`src/rtl/phase_shed_pkg.sv`:
```
package phase_shed_pkg;

    typedef enum logic [1:0] {
        MODE_CCM     = 2'b00,
        MODE_DE      = 2'b01,
        MODE_DE_SHED = 2'b10,
        MODE_RSVD    = 2'b11
    } op_mode_e;

    typedef enum logic [1:0] {
        PH_FULL = 2'b00,
        PH_RAMP = 2'b01,
        PH_OFF  = 2'b10
    } shed_state_e;

    typedef struct packed {
        shed_state_e st;
        logic        de;
    } ctrl_regs_t;

    function automatic logic mode_has_de(input logic [1:0] m);
        return (m == MODE_DE) || (m == MODE_DE_SHED);
    endfunction

    function automatic logic mode_allows_shed(input logic [1:0] m);
        return m == MODE_DE_SHED;
    endfunction

endpackage

```
`src/rtl/shed_lockout_timer.sv`:
```
module shed_lockout_timer #(
    parameter int LOCK_TICKS = 1500,
    localparam int LOCK_W    = $clog2(LOCK_TICKS + 1)
) (
    input  logic clk,
    input  logic rst_n,
    input  logic start_i,
    input  logic tb_tick_i,
    output logic active_o
);

    typedef struct packed {
        logic [LOCK_W-1:0] cnt;
    } lock_regs_t;

    lock_regs_t r_d, r_q;

    always_comb begin
        r_d = r_q;
        if (start_i) begin
            r_d.cnt = LOCK_W'(LOCK_TICKS);
        end else if (tb_tick_i && (r_q.cnt != '0)) begin
            r_d.cnt = r_q.cnt - 1'b1;
        end
    end

    always_ff @(posedge clk or negedge rst_n) begin
        if (!rst_n) begin
            r_q <= '0;
        end else begin
            r_q <= r_d;
        end
    end

    assign active_o = (r_q.cnt != '0);


    lock_armed_chk: assert property (@(posedge clk) disable iff (!rst_n)
        start_i |=> active_o);


    lock_hold_chk: assert property (@(posedge clk) disable iff (!rst_n)
        (!start_i && !tb_tick_i) |=> $stable(r_q.cnt));

endmodule

```
`src/rtl/shed_duty_ramp.sv`:
```
module shed_duty_ramp #(
    parameter int RAMP_STEPS = 8,
    localparam int SCALE_W   = $clog2(RAMP_STEPS + 1)
) (
    input  logic               clk,
    input  logic               rst_n,
    input  logic               restore_i,
    input  logic               step_i,
    output logic [SCALE_W-1:0] scale_o,
    output logic               last_step_o
);

    localparam logic [SCALE_W-1:0] FULL = SCALE_W'(RAMP_STEPS);

    typedef struct packed {
        logic [SCALE_W-1:0] scale;
    } ramp_regs_t;

    ramp_regs_t r_d, r_q;

    always_comb begin
        r_d = r_q;
        if (restore_i) begin
            r_d.scale = FULL;
        end else if (step_i && (r_q.scale != '0)) begin
            r_d.scale = r_q.scale - 1'b1;
        end
    end

    always_ff @(posedge clk or negedge rst_n) begin
        if (!rst_n) begin
            r_q.scale <= FULL;
        end else begin
            r_q <= r_d;
        end
    end

    assign scale_o     = r_q.scale;
    assign last_step_o = step_i && (r_q.scale == SCALE_W'(1));


    ramp_step_chk: assert property (@(posedge clk) disable iff (!rst_n)
        (step_i && !restore_i && (scale_o != '0)) |=> (scale_o == $past(scale_o) - 1'b1));


    ramp_restore_chk: assert property (@(posedge clk) disable iff (!rst_n)
        restore_i |=> (scale_o == FULL));

endmodule

```
`src/rtl/phase_shed_ctrl.sv`:
```
module phase_shed_ctrl
    import phase_shed_pkg::*;
#(
    parameter int RAMP_STEPS = 8,
    parameter int LOCK_TICKS = 1500,
    localparam int SCALE_W   = $clog2(RAMP_STEPS + 1)
) (
    input  logic               clk,
    input  logic               rst_n,
    input  logic [1:0]         mode_sel_i,
    input  logic               ext_sync_i,
    input  logic               imon_lo_i,
    input  logic               imon_hi_i,
    input  logic               oc1_ph1_i,
    input  logic               oc1_ph2_i,
    input  logic               sw_tick_i,
    input  logic               tb_tick_i,
    output logic               ph2_en_o,
    output logic [SCALE_W-1:0] ph2_scale_o,
    output logic               de_en_o
);

    localparam logic [SCALE_W-1:0] FULL = SCALE_W'(RAMP_STEPS);

    ctrl_regs_t r_d, r_q;

    logic trig;
    logic shed_ok;
    logic restore_cond;
    logic lock_active;
    logic lock_start;
    logic ramp_step;
    logic last_step;

    assign trig         = imon_hi_i | oc1_ph1_i | oc1_ph2_i;
    assign shed_ok      = mode_allows_shed(mode_sel_i) && !ext_sync_i;
    assign restore_cond = trig || !shed_ok;

    always_comb begin
        r_d        = r_q;
        lock_start = 1'b0;
        ramp_step  = 1'b0;
        r_d.de     = mode_has_de(mode_sel_i);
        unique case (r_q.st)
            PH_FULL: begin
                if (shed_ok && imon_lo_i && !trig && !lock_active) begin
                    r_d.st = PH_RAMP;
                end
            end
            PH_RAMP: begin
                if (restore_cond) begin
                    r_d.st     = PH_FULL;
                    lock_start = 1'b1;
                end else begin
                    ramp_step = sw_tick_i;
                    if (last_step) begin
                        r_d.st = PH_OFF;
                    end
                end
            end
            PH_OFF: begin
                if (restore_cond) begin
                    r_d.st     = PH_FULL;
                    lock_start = 1'b1;
                end
            end
            default: begin
                r_d.st     = PH_FULL;
                lock_start = 1'b1;
            end
        endcase
    end

    always_ff @(posedge clk or negedge rst_n) begin
        if (!rst_n) begin
            r_q.st <= PH_FULL;
            r_q.de <= 1'b0;
        end else begin
            r_q <= r_d;
        end
    end

    shed_duty_ramp #(
        .RAMP_STEPS (RAMP_STEPS)
    ) ramp_i (
        .clk         (clk),
        .rst_n       (rst_n),
        .restore_i   (lock_start),
        .step_i      (ramp_step),
        .scale_o     (ph2_scale_o),
        .last_step_o (last_step)
    );

    shed_lockout_timer #(
        .LOCK_TICKS (LOCK_TICKS)
    ) lock_i (
        .clk       (clk),
        .rst_n     (rst_n),
        .start_i   (lock_start),
        .tb_tick_i (tb_tick_i),
        .active_o  (lock_active)
    );

    assign ph2_en_o = (r_q.st != PH_OFF);
    assign de_en_o  = r_q.de;


    off_zero_chk: assert property (@(posedge clk) disable iff (!rst_n)
        !ph2_en_o |-> (ph2_scale_o == '0));


    oc_restore_chk: assert property (@(posedge clk) disable iff (!rst_n)
        (oc1_ph1_i || oc1_ph2_i) |=> (ph2_en_o && (ph2_scale_o == FULL)));


    sync_restore_chk: assert property (@(posedge clk) disable iff (!rst_n)
        ext_sync_i |=> (ph2_en_o && (ph2_scale_o == FULL)));


    mode_restore_chk: assert property (@(posedge clk) disable iff (!rst_n)
        !mode_allows_shed(mode_sel_i) |=> (ph2_en_o && (ph2_scale_o == FULL)));


    add_priority_chk: assert property (@(posedge clk) disable iff (!rst_n)
        ((r_q.st == PH_FULL) && trig) |=> (r_q.st == PH_FULL));

endmodule

```
`config.mk`:
```
export PLATFORM = sky130hd
export DESIGN_NAME = phase_shed_ctrl
export DESIGN_NICKNAME = d
export VERILOG_FILES = /design/src/rtl/phase_shed_pkg.sv /design/src/rtl/shed_lockout_timer.sv /design/src/rtl/shed_duty_ramp.sv /design/src/rtl/phase_shed_ctrl.sv
export SDC_FILE = /design/constraint.sdc
export NUM_CORES = 1
export LEC_CHECK = 0
export BUFFER_PORTS_ARGS = -buffer_cell sky130_fd_sc_hd__buf_4
export CAP_MARGIN = 20
export CORE_MARGIN = 4
export CORE_UTILIZATION = 45
export DETAILED_ROUTE_END_ITERATION = 12
export GPL_ROUTABILITY_DRIVEN = 0
export PLACE_DENSITY = 0.64
export REMOVE_ABC_BUFFERS = 1
export SLEW_MARGIN = 20
export SYNTH_ARGS = -nofsm -noshare
export SYNTH_HDL_FRONTEND = slang
export SYNTH_SLANG_ARGS = --single-unit
```
`constraint.sdc`:
```
create_clock -name clk -period 2.7 [get_ports clk]
set_input_delay 0 -clock clk [delete_from_list [all_inputs] [get_ports clk]]
set_output_delay 0 -clock clk [all_outputs]
set_load 0.02 [all_outputs]
```
Yosys cells after proc, flatten, opt, wreduce, memory -nomap -nowiden
Index checks and enable logic that the tools add are counted.
{"block": "totals", "out_inout_bits": 6, "in_bits": 11, "elab_cells": 50, "ff_bits": 18}
{"block": "classes", "n_reduce_logical": 20, "eq_ne": 9, "bitwise_logic": 2, "muxes": 13, "add_sub_neg": 2}
{"cell": "2-to-1 mux 11 bit", "count": 2}
{"cell": "nonzero test 11 bit", "count": 1}
{"cell": "subtractor 11 x 1 -> 11 bit (second input constant)", "count": 1}
{"cell": "2-to-1 mux 2 bit", "count": 4}
{"cell": "2-to-1 mux 4 bit", "count": 2}
{"cell": "logical AND 1 bit", "count": 7}
{"cell": "!= test 2 bit (second input constant)", "count": 3}
{"cell": "one-hot mux 2 bit (3 select lines)", "count": 1}
{"cell": "== test 2 x 1 -> 1 bit (second input constant)", "count": 2}
{"cell": "== test 2 bit (second input constant)", "count": 2}
{"cell": "== test 4 x 1 -> 1 bit (second input constant)", "count": 1}
{"cell": "zero test 1 bit", "count": 4}
{"cell": "nonzero test 2 bit", "count": 2}
{"cell": "nonzero test 4 bit", "count": 1}
{"cell": "subtractor 4 x 1 -> 4 bit (second input constant)", "count": 1}
{"cell": "2-to-1 mux 1 bit", "count": 3}
{"cell": "!= test 3 bit (second input constant)", "count": 1}
{"cell": "AND reduction 3 bit", "count": 1}
{"cell": "zero test 2 bit", "count": 1}
{"cell": "logical OR 1 bit", "count": 2}
{"cell": "OR 1 bit", "count": 2}
{"cell": "one-hot mux 1 bit (2 select lines)", "count": 1}
{"cell": "OR reduction 2 bit", "count": 1}

Longest topological paths before layout
Gate-level depths: netlist (run 1).
{"block": "depth", "ltp_word": 10, "depth_mapped": 6, "mapped_depth_nobuf": 6}

Cells and area by module
A second synthesis (run 1) with hierarchy kept.
{"block": "hier_totals", "hier_cells": 122, "area_unflattened_um2": 1182.4}
{"mod": "shed_lockout_timer", "area_each_um2": 650.6, "n_inst": 1, "seq_area_each_um2": 275.3, "cells_each": 71}
{"mod": "phase_shed_ctrl", "area_each_um2": 281.5, "n_inst": 1, "seq_area_each_um2": 75.1, "cells_each": 27}
{"mod": "shed_duty_ramp", "area_each_um2": 250.2, "n_inst": 1, "seq_area_each_um2": 101.3, "cells_each": 24}

Worst setup path after synthesis (run 1)
OpenSTA, ideal clock, no wires.
{"block": "synth_timing", "kind": "register to register", "startpoint": "reg lock_i.r_q[6] (netlist bit)", "endpoint": "reg r_q[2] (netlist bit)", "n_path_buf": 1, "arrival_time_ns": 1.889, "setup_slack_ns": 0.724, "period_less_slack_ns": 1.976, "stages_incl_launch_ff": 6, "t_required_ns": 2.613, "setup_time_ns": 0.087, "path_cell_list": "dfrtp_1 > or4_1 > buf_2 > or4_4 > o21a_1 > o211ai_1"}
{"block": "synth_via", "elab_chain_len": 5}
{"element": "start, declared", "line": "shed_lockout_timer.sv:16", "rtl": "lock_regs_t r_d, r_q;"}
{"element": "start signal, assigned", "line": "shed_lockout_timer.sv:31", "rtl": "r_q <= r_d;"}
{"element": "nonzero test 11 bit", "line": "shed_lockout_timer.sv:35", "rtl": "assign active_o = (r_q.cnt != '0);"}
{"element": "zero test 1 bit", "line": "phase_shed_ctrl.sv:46", "rtl": "if (shed_ok && imon_lo_i && !trig && !lock_active) begin"}
{"element": "logical AND 1 bit", "line": "phase_shed_ctrl.sv:46"}
{"element": "!= test 2 bit (no line)"}
{"element": "AND reduction 3 bit (no line)"}
{"element": "end signal, assigned", "line": "phase_shed_ctrl.sv:79", "rtl": "r_q <= r_d;"}
{"element": "end, declared", "line": "phase_shed_ctrl.sv:25", "rtl": "ctrl_regs_t r_d, r_q;"}
Every way passes these cells.
A chain may end at the register's enable or synchronous reset.

Worst setup path in the final report (run 1)
Ends and elaborated chain as after synthesis.

==> results of run 1 <==
[cell type report]
class	instances	area [sq um]	area share (%)
Clock buffer	4	36.28	2.700
Inverter	10	37.54	2.793
Multi-Input combinational cell	83	628.1	46.74
Sequential cell	18	451.7	33.61
Tap cell	28	35.03	2.607
Timing Repair Buffer	20	155.1	11.55
[critical path, stage by stage, from the launching register on]
cell and delay (ns):
dfrtp_1 0.42, or4_1 0.68, or4_4 0.58, o21a_1 0.19, o211ai_1 0.17
[layer usage]
metal	global-route usage (%)	share of wire [%]	vias up
li1	-	-	479
met1	19.70	48	448
met2	24.68	47	15
met3	3.563	4.0	4
met4	2.980	0.77	0
met5	0	0	-
[state kept, by name (all words and copies together) (netlist names)]
signal / count
ramp_i.scale_o: 4
de_en_o: 1
lock_i.r_q: 11
r_q: 2
[metrics by stage]
step | std cells | hold slack [ns] | total power, mW
CTS | 163 | 0.009509 | 0.7599
global placement | 157 | -0.1200 | 0.5823
floorplan | 111 | -0.2956 | 0.5281
finish | 163 | 0.01278 | 0.7541
detailed placement | 157 | -0.1177 | 0.5936
global route | 163 | 0.01807 | 0.8073
[layout by cell type (no fill, tap or decap), types with 2 or more instances in the layout]
| cell | count |
|---|---|
| buf_4 | 18 |
| dfrtp_1 | 17 |
| inv_1 | 10 |
| ha_1 | 9 |
| o31ai_1 | 8 |
| nand3_1 | 7 |
| nor2_1 | 6 |
| or4_1 | 5 |
| a21oi_1 | 5 |
| nand2_1 | 4 |
| or3_1 | 3 |
| o211ai_1 | 3 |
| clkbuf_4 | 3 |
| nor3_1 | 2 |
| nand4_1 | 2 |
| a311oi_1 | 2 |
| xnor2_1 | 2 |
| dlygate4sd3_1 | 2 |
[report_power, final]
part	internal (mW)	switching, mW
Sequential	0.331	0.0545
Combinational	0.0969	0.106
Clock	0.0822	0.0834
Total	0.510	0.244
[final timing paths]
kind,endpoint,start,cells past startpoint
worst max-delay path,r_q[2],lock_i.r_q[6],4
worst min-delay path,lock_i.r_q[1],tb_tick_i,3
worst max register to register,r_q[2],lock_i.r_q[6],4
worst min register to register,lock_i.r_q[10],lock_i.r_q[10],2
max in group asynchronous,ramp_i.scale_o[3],rst_n,2
min in group asynchronous,de_en_o,rst_n,2
[cell families (layout without fill, tap and decap cells)]
family | count (synthesis) | in the layout | synth area share [%]
compound gates | 27 | 27 | 18.17
xor+xnor | 3 | 3 | 2.342
fa+ha+maj | 9 | 9 | 10.03
buf+inv | 11 | 34 | 3.790
flops | 18 | 18 | 40.25
mux | 1 | 1 | 0.8919
simple gates | 43 | 43 | 24.53
[timing repair]
item / in CTS / in global routing
hold buffers: 2 / 0
resized for setup: 0 / 0
hold endpoints to repair: 19 / 0
endpoints found under the setup margin: 0 / 0
==> results by group, run 1 <==
Critical path
  • Worst EP required: between 2 and 3 ns
  • Critical path arrival: 2.32 ns
  • Crit path kind: flop to flop
  • Worst-path maximum fanout: 7
  • Reg2reg setup slack: between 0.5 and 0.6 ns
  • Crit. End Element: flop
  • Crit start category: flop

Routing
  • Vias: ~950
  • Drc violations: 0
  • First DRT Iteration DRCs: 27
  • Drt total wl: between 2 and 2.5 mm
  • Pre-antenna DRT Iters: 4
  • Routed Antenna Nets: 0
  • Vias per cell: between 5 and 6
  • Wire length per cell: 14.30 microns

Power and ir drop
  • Maximum vdd drop: ~0.45 mV
  • Leak Pwr: 0.5463 nW
  • Pwr dens: between 500 and 600 nW/um^2

Finish
  • Fillers: 204
  • Area growth from synthesis to layout: 19.73%
  • Nets@finish: between 150 and 200
  • Layout cells sized above 1: 22.96%
  • Post-route cell area: between 1000 and 1500 sq um
  • Antenna Cells: 0
  • End-of-flow core utilization: about three fifths

Global route
  • Vias in the first global route: 893
  • Initial antenna violation count: 0
  • Largest net degree at the start of global routing: 19
  • GRT Residual Overflow: 0
  • Global-route wire length before repair: about 4 mm
  • Gr usage total: 14.87%

STA
  • Layout Skew: just over 0.001 ns
  • Max-slew headroom: 62.77%
  • Final setup margin: about 0.59 ns
  • Max frequency: between 400 and 500 MHz
  • Worst Max-Slew Pin Slew: about 0.55 ns
  • Setup tns final: 0 ns
  • RSZ-0062 raised after global routing: false
  • Period minus WS final: about 2.1 ns
  • Endpoints failing hold: 0
  • Final period util: slightly below 80%
  • Final setup fails: 0
  • Slew Viols, Final: 0

Die
  • Die Span X: 57.94 microns
  • Die area: between 3000 and 4000 sq um
  • Initial Util: between 40% and 50%
  • DIE HEIGHT: 57.94 microns
  • I/O Pins: 17
  • Core area: 2297 sq um
  • Std cell rows: 17

Yosys
  • Most frequent cell after synthesis: dfrtp_1
  • Area leader, netlist: dfrtp_1
  • Ranking of synthesized cells by area: dfrtp_1 38%, ha_1 10%, o31ai_1 5.4%, inv_1 3.3%, or4_1 3.3%
  • Synth warnings: 0
  • Register area share after synthesis: 40.25%
  • Top post-synthesis cells by count: 17 x dfrtp_1, 10 x inv_1, 9 x ha_1, 8 x o31ai_1, 7 x nand3_1
  • Cell variety after synth: between 40 and 50
  • Post-synth EDFFs: 0
  • Synth async-reset ratio: 100.0%
  • Top-area cell type share of the netlist area: a little under two fifths
  • Gate Count Post-Synth: ~110
  • Flops & latches, synth: 18
  • Commonest register cell after synthesis: dfrtp_1
  • Mapped Area: between 1000 and 1500 sq um
  • Syn_area_per_cell: 10.02 sq um

Clocking
  • Postcts setup bufs: 0
  • Clock Tree Buf Depth: 2
  • Clock Latency Late Sink: 0.29 ns
  • Clock slew at reported path FFs: around 0.10 ns
  • CTS H-tree lvls: 1
  • # clock sinks: 18
  • CTS Buf Count: 3
  • Clock Tree Root: clkbuf_4
  • CTS tree: built

Placed design
  • Setup WS pre-CTS: between 0.6 and 0.7 ns
  • Hpwl dp: approximately 1.7 mm
  • Number of buffers added on ports: 16
  • Dpl cell area: roughly 1300 sq um

Worst hold path
  • Min-Delay Path Class: primary input to flop

Status
  • Outcome: finished clean

Flow run
  • Max cap viols: 0
Power figures use the tool's default switching activity.
==> run 2: changes to the inputs <==
==> constraint.sdc (replaced) <==
create_clock -name clk -period 2.2 [get_ports clk]
set_input_delay 0 -clock clk [delete_from_list [all_inputs] [get_ports clk]]
set_output_delay 0 -clock clk [all_outputs]
set_load 0.02 [all_outputs]
==> run 2 against run 1 <==
Against the previous run: clock skew rose by 0.0054 ns; maximum frequency rose by 1.8%; wire length rose by 0.64%; non-clock buffer count rose by 4; via count rose by 2.2%; final area rose by 2.4%; clock-buffer cell count did not move; critical endpoint is now lock_i.r_q[9]; largest power group unchanged.
==> results by group, run 2 (synthesized netlist as in run 1, its figures left out) <==
Critical path
  • Worst-path maximum fanout: 6
  • Bufs and invs on worst path: 0
  • CP max stage delay: 0.54 ns
  • Critical path arrival: between 2 and 2.5 ns
  • Crit path kind: flop to flop
  • Reg2reg setup slack: 0.13 ns
  • Crit. End Element: flop
  • CP top delay family: simple AND/OR/NAND/NOR gates
  • Crit-path cells: or4b_4, or3_4, or4_1, a21oi_1
  • Worst EP required: 2.43 ns
  • Crit start category: flop
  • CP max stage cell: or4b_4

Routing
  • Wire length per cell: 14.05 microns
  • Vias per cell: between 5 and 6
  • First DRT Iteration DRCs: 15
  • Vias: ~970
  • Routed Antenna Nets: 0
  • Drt total wl: roughly 2.3 mm
  • Pre-antenna DRT Iters: 4
  • Drc violations: 0

Global route
  • Initial antenna violation count: 0
  • Gr usage total: between 10% and 20%
  • Largest net degree at the start of global routing: 19
  • Vias in the first global route: around 930
  • GRT Residual Overflow: 0
  • Global-route wire length before repair: 4.188 mm

STA
  • Max frequency: approximately 480 MHz
  • Layout Skew: ~0.0064 ns
  • Setup tns final: 0 ns
  • RSZ-0062 raised after global routing: false
  • Slew Viols, Final: 0
  • Endpoints failing hold: 0
  • Max-slew headroom: approximately two thirds
  • Period minus WS final: ~2.1 ns
  • Hold_ws: 0.02109 ns
  • Final setup fails: 0
  • Final period util: a little over nine tenths
  • Worst Max-Slew Pin Slew: between 0.5 and 0.6 ns

Power and ir drop
  • Pwr dens: approximately 700 nW/um^2
  • Maximum vdd drop: a little over 0.6 mV
  • Leak Pwr: ~0.57 nW
  • Total power: between 0.9 and 1 mW

Placed design
  • Hpwl dp: ~1.8 mm
  • Number of buffers added on ports: 16

Status
  • Outcome: finished clean

Clocking
  • Postcts setup bufs: 0
  • # clock sinks: 18
  • CTS H-tree lvls: 1
  • Clock Tree Buf Depth: 2
  • CTS tree: built
  • CTS Buf Count: 3
  • Clock slew at reported path FFs: about 0.11 ns
  • Clock Tree Root: clkbuf_4
  • Clock Latency Late Sink: 0.30 ns

Flow run
  • Max cap viols: 0

Finish
  • Layout cells sized above 1: about a quarter
  • Largest register FFs: 11
  • Biggest register: lock_i.r_q
  • Commonest non-fill, non-tap cell in the layout: buf_4
  • Commonest cells after routing, fill and taps aside: 21 x buf_4, 17 x dfrtp_1, 10 x inv_1, 9 x ha_1, 8 x o31ai_1
  • Nets@finish: 160
  • Antenna Cells: 0
  • Area growth from synthesis to layout: 22.63%

Die
  • Die area: between 3000 and 4000 sq um
  • Std cell rows: 17
  • DIE HEIGHT: between 50 and 60 microns
  • Die Span X: between 50 and 60 microns
  • I/O Pins: 17
  • Core area: about 2300 sq um
  • Initial Util: 48.86%

Worst hold path
  • Min-Delay Path Class: primary input to flop
## run 2: routing by layer
| metal | vias to the layer above | GRT usage (%) | part of all wire, % |
|---|---|---|---|
| li1 | 480 | - | - |
| met1 | 467 | 20.71 | 47 |
| met2 | 18 | 26.77 | 48 |
| met3 | 2 | 4.009 | 4.3 |
| met4 | 0 | 2.980 | 0.68 |
| met5 | - | 0 | 0 |
## run 2: area by class of cell
cell class                 instances  area (sq um)
clock buffer                       4         36.28
fill                             204         920.9
inverter                          10         37.54
multi-input combinational         83         628.1
sequential                        18         451.7
tap                               28         35.03
timing repair buffer              24         187.7
## run 2: timing repair
item,CTS,global route
endpoints found under the hold margin,20,0
hold buffers,3,0
resized for setup,0,0
## run 2: worst reg2reg max path: cells and delay by family (launching register included)
family           cells  cell delay [ns]
AND/OR/NAND/NOR      3             1.41
flip-flops           1             0.43
AO/OA/AOI/OAI        1             0.16
## run 2: final timing paths
| path | from | to | cells past startpoint |
|---|---|---|---|
| worst max register to register | lock_i.r_q[2] | lock_i.r_q[9] | 4 |
| min in group asynchronous | rst_n | lock_i.r_q[8] | 2 |
| max in group asynchronous | rst_n | ramp_i.scale_o[3] | 2 |
| worst max-delay path | lock_i.r_q[2] | lock_i.r_q[9] | 4 |
| worst min-delay path | mode_sel_i[0] | de_en_o | 4 |
| worst min register to register | lock_i.r_q[10] | lock_i.r_q[10] | 2 |
## run 2: stage by stage
step / cell area, sq um / cells / setup WS [ns] / utilization, %
floorplan: 1117 / 111 / 0.2117 / -
global placement: 1310 / 160 / 0.1924 / 57.03
detailed placement: 1310 / 160 / 0.1621 / 57.03
CTS: 1376 / 167 / 0.1215 / 59.91
global route: 1376 / 167 / 0.02237 / 59.91
finish: 1376 / 167 / 0.1311 / 59.91
## run 2: where the power goes
part / internal, mW / switching (mW) / total (mW)
clock: 0.101 / 0.107 / 0.208
combinational: 0.121 / 0.130 / 0.251
sequential: 0.407 / 0.0694 / 0.476
==> run 3: changes to the inputs <==
--- a/config.mk
+++ b/config.mk
@@ -9,6 +9,7 @@
 export CAP_MARGIN = 20
 export CORE_MARGIN = 4
 export CORE_UTILIZATION = 45
+export CTS_BUF_LIST = sky130_fd_sc_hd__clkbuf_8
 export DETAILED_ROUTE_END_ITERATION = 12
 export GPL_ROUTABILITY_DRIVEN = 0
 export PLACE_DENSITY = 0.64
==> run 3 against run 2 <==
Against the previous run: clock-buffer cell count unchanged; global-route usage up 0.18 points; worst hold slack better by 0.049 ns; sequential power about the same; clock power up 31%; die area unchanged; worst setup slack better by 0.0069 ns; largest power group unchanged.
==> results by group, run 3 (synthesized netlist as in run 1, its figures left out) <==
Die
  • I/O Pins: 17
  • Die Span X: 57.94 microns
  • Die area: around 3400 sq um
  • Core area: roughly 2300 sq um
  • Std cell rows: 17
  • DIE HEIGHT: around 58 microns
  • Initial Util: between 40% and 50%

Finish
  • Antenna Cells: 0
  • Nets@finish: 159
  • Commonest cells after routing, fill and taps aside: 21 x buf_4, 17 x dfrtp_1, 10 x inv_1, 9 x ha_1, 8 x o31ai_1
  • End-of-flow core utilization: around three fifths
  • Layout cells sized above 1: between 20 and 25%
  • Fillers: 206
  • Non-Filler Instances: ~170
  • Biggest register: lock_i.r_q
  • Post-route cell area: 1385 sq um
  • Sequential Area: 451.7 sq um
  • Multi-input logic area: ~630 sq um
  • Area growth from synthesis to layout: 23.41%
  • Largest register FFs: 11
  • Commonest non-fill, non-tap cell in the layout: buf_4

Routing
  • Pre-antenna DRT Iters: 4
  • Vias per cell: 5.813
  • Vias: ~970
  • Drt total wl: approximately 2.4 mm
  • Wire length per cell: around 14 microns
  • Drc violations: 0
  • First DRT Iteration DRCs: 17
  • Routed Antenna Nets: 0

Critical path
  • Crit path kind: flop to flop
  • Bufs and invs on worst path: 0
  • CP max stage cell: or4b_4
  • Worst EP required: ~2.4 ns
  • Crit start category: flop
  • CP top delay family: simple AND/OR/NAND/NOR gates
  • Crit. End Element: flop
  • Crit-path cells: or4b_4, or3_4, or4_1, a21oi_1
  • Worst-path maximum fanout: 6
  • Critical path arrival: around 2.2 ns
  • CP max stage delay: about 0.54 ns

STA
  • Max frequency: roughly 480 MHz
  • Hold_ws: between 0.07 and 0.08 ns
  • Setup tns final: 0 ns
  • Endpoints failing hold: 0
  • RSZ-0062 raised after global routing: false
  • Layout Skew: a little over 0.006 ns
  • Period minus WS final: 2.062 ns
  • Worst Max-Slew Pin Slew: roughly 0.52 ns
  • Slew Viols, Final: 0
  • Final period util: 93.73%
  • Final setup fails: 0
  • Max-slew headroom: 65.05%

Placed design
  • Hpwl dp: approximately 1.8 mm
  • Dpl cell area: roughly 1300 sq um
  • Post-Place Cells: between 150 and 200
  • Number of buffers added on ports: 16

Clocking
  • Clock Tree Buf Depth: 2
  • CTS Buf Count: 3
  • # resized after CTS: 0
  • Postcts setup bufs: 0
  • CTS tree: built
  • CTS H-tree lvls: 1
  • Clock slew at reported path FFs: about 0.07 ns
  • Clock Latency Late Sink: between 0.2 and 0.3 ns
  • Post-cts hold buffer count: 2
  • Clock Tree Root: clkbuf_8
  • # clock sinks: 18

Power and ir drop
  • Sequential Power Share: 47.5%
  • Leak Pwr: 0.5692 nW
  • Comb power frac: between 20 and 30%
  • P_int: slightly below 0.7 mW
  • Clock Power Share: a little over a quarter
  • Maximum vdd drop: 0.5323 mV
  • Psw: ~0.31 mW
  • Sw frac: 31.42%
  • Pwr dens: 723.0 nW/um^2

Global route
  • Grt met1 use: between 20% and 30%
  • M2 GR Usage: between 20% and 30%
  • Most used routing layer: met2
  • Gr usage total: between 15 and 20%
  • Vias in the first global route: slightly below 1,000
  • GR Util met3: 4.900%
  • Global-route wire length before repair: approximately 4.2 mm
  • Initial antenna violation count: 0
  • GRT Residual Overflow: 0
  • Largest net degree at the start of global routing: 19

Flow run
  • Max cap viols: 0

Worst hold path
  • Min-Delay Path Class: primary input to flop

Status
  • Outcome: finished clean
run 3: worst paths after layout:
| path | from | end | slack, ns | depth (start not counted) |
|---|---|---|---|---|
| worst max-delay path | lock_i.r_q[2] | lock_i.r_q[9] | 0.14 | 4 |
| worst min-delay path | tb_tick_i | lock_i.r_q[1] | 0.07 | 3 |
| worst max register to register | lock_i.r_q[2] | lock_i.r_q[9] | 0.14 | 4 |
| worst min register to register | lock_i.r_q[10] | lock_i.r_q[10] | 0.54 | 2 |
| max in group asynchronous | rst_n | ramp_i.scale_o[3] | 1.79 | 2 |
| min in group asynchronous | rst_n | lock_i.r_q[8] | 0.14 | 2 |
run 3: worst reg2reg max path, delay by kind of cell (launching register included):
family          cells  cell delay (ns)
simple gates        3             1.42
compound gates      1             0.16
flops               1             0.42
run 3: area by class of cell:
type	instances	area share [%]
inverter	10	2.710
tap	28	2.529
timing repair buffer	23	12.83
clock buffer	4	3.975
multi-input combinational	83	45.35
sequential	18	32.61
run 3: power groups by stage:
stage	clock network, mW	logic, mW	registers [mW]
2_1_floorplan	0	0.183	0.465
3_3_place_gp	0	0.240	0.479
3_5_place_dp	0	0.250	0.482
4_1_cts	0.283	0.258	0.475
5_1_grt	0.298	0.286	0.490
6_report	0.273	0.252	0.476
run 3: per-layer routing:
metal,vias up,share of wire [%]
li1,480,-
met1,467,46
met2,16,49
met3,2,3.9
met4,0,0.88
met5,-,0
run 3: per-stage QoR:
step	worst slack (ns)	power (mW)
6_report	0.1380	1.001
3_5_place_dp	0.1621	0.7318
4_1_cts	0.1282	1.017
5_1_grt	0.03026	1.074
3_3_place_gp	0.1924	0.7183
2_1_floorplan	0.2117	0.6482
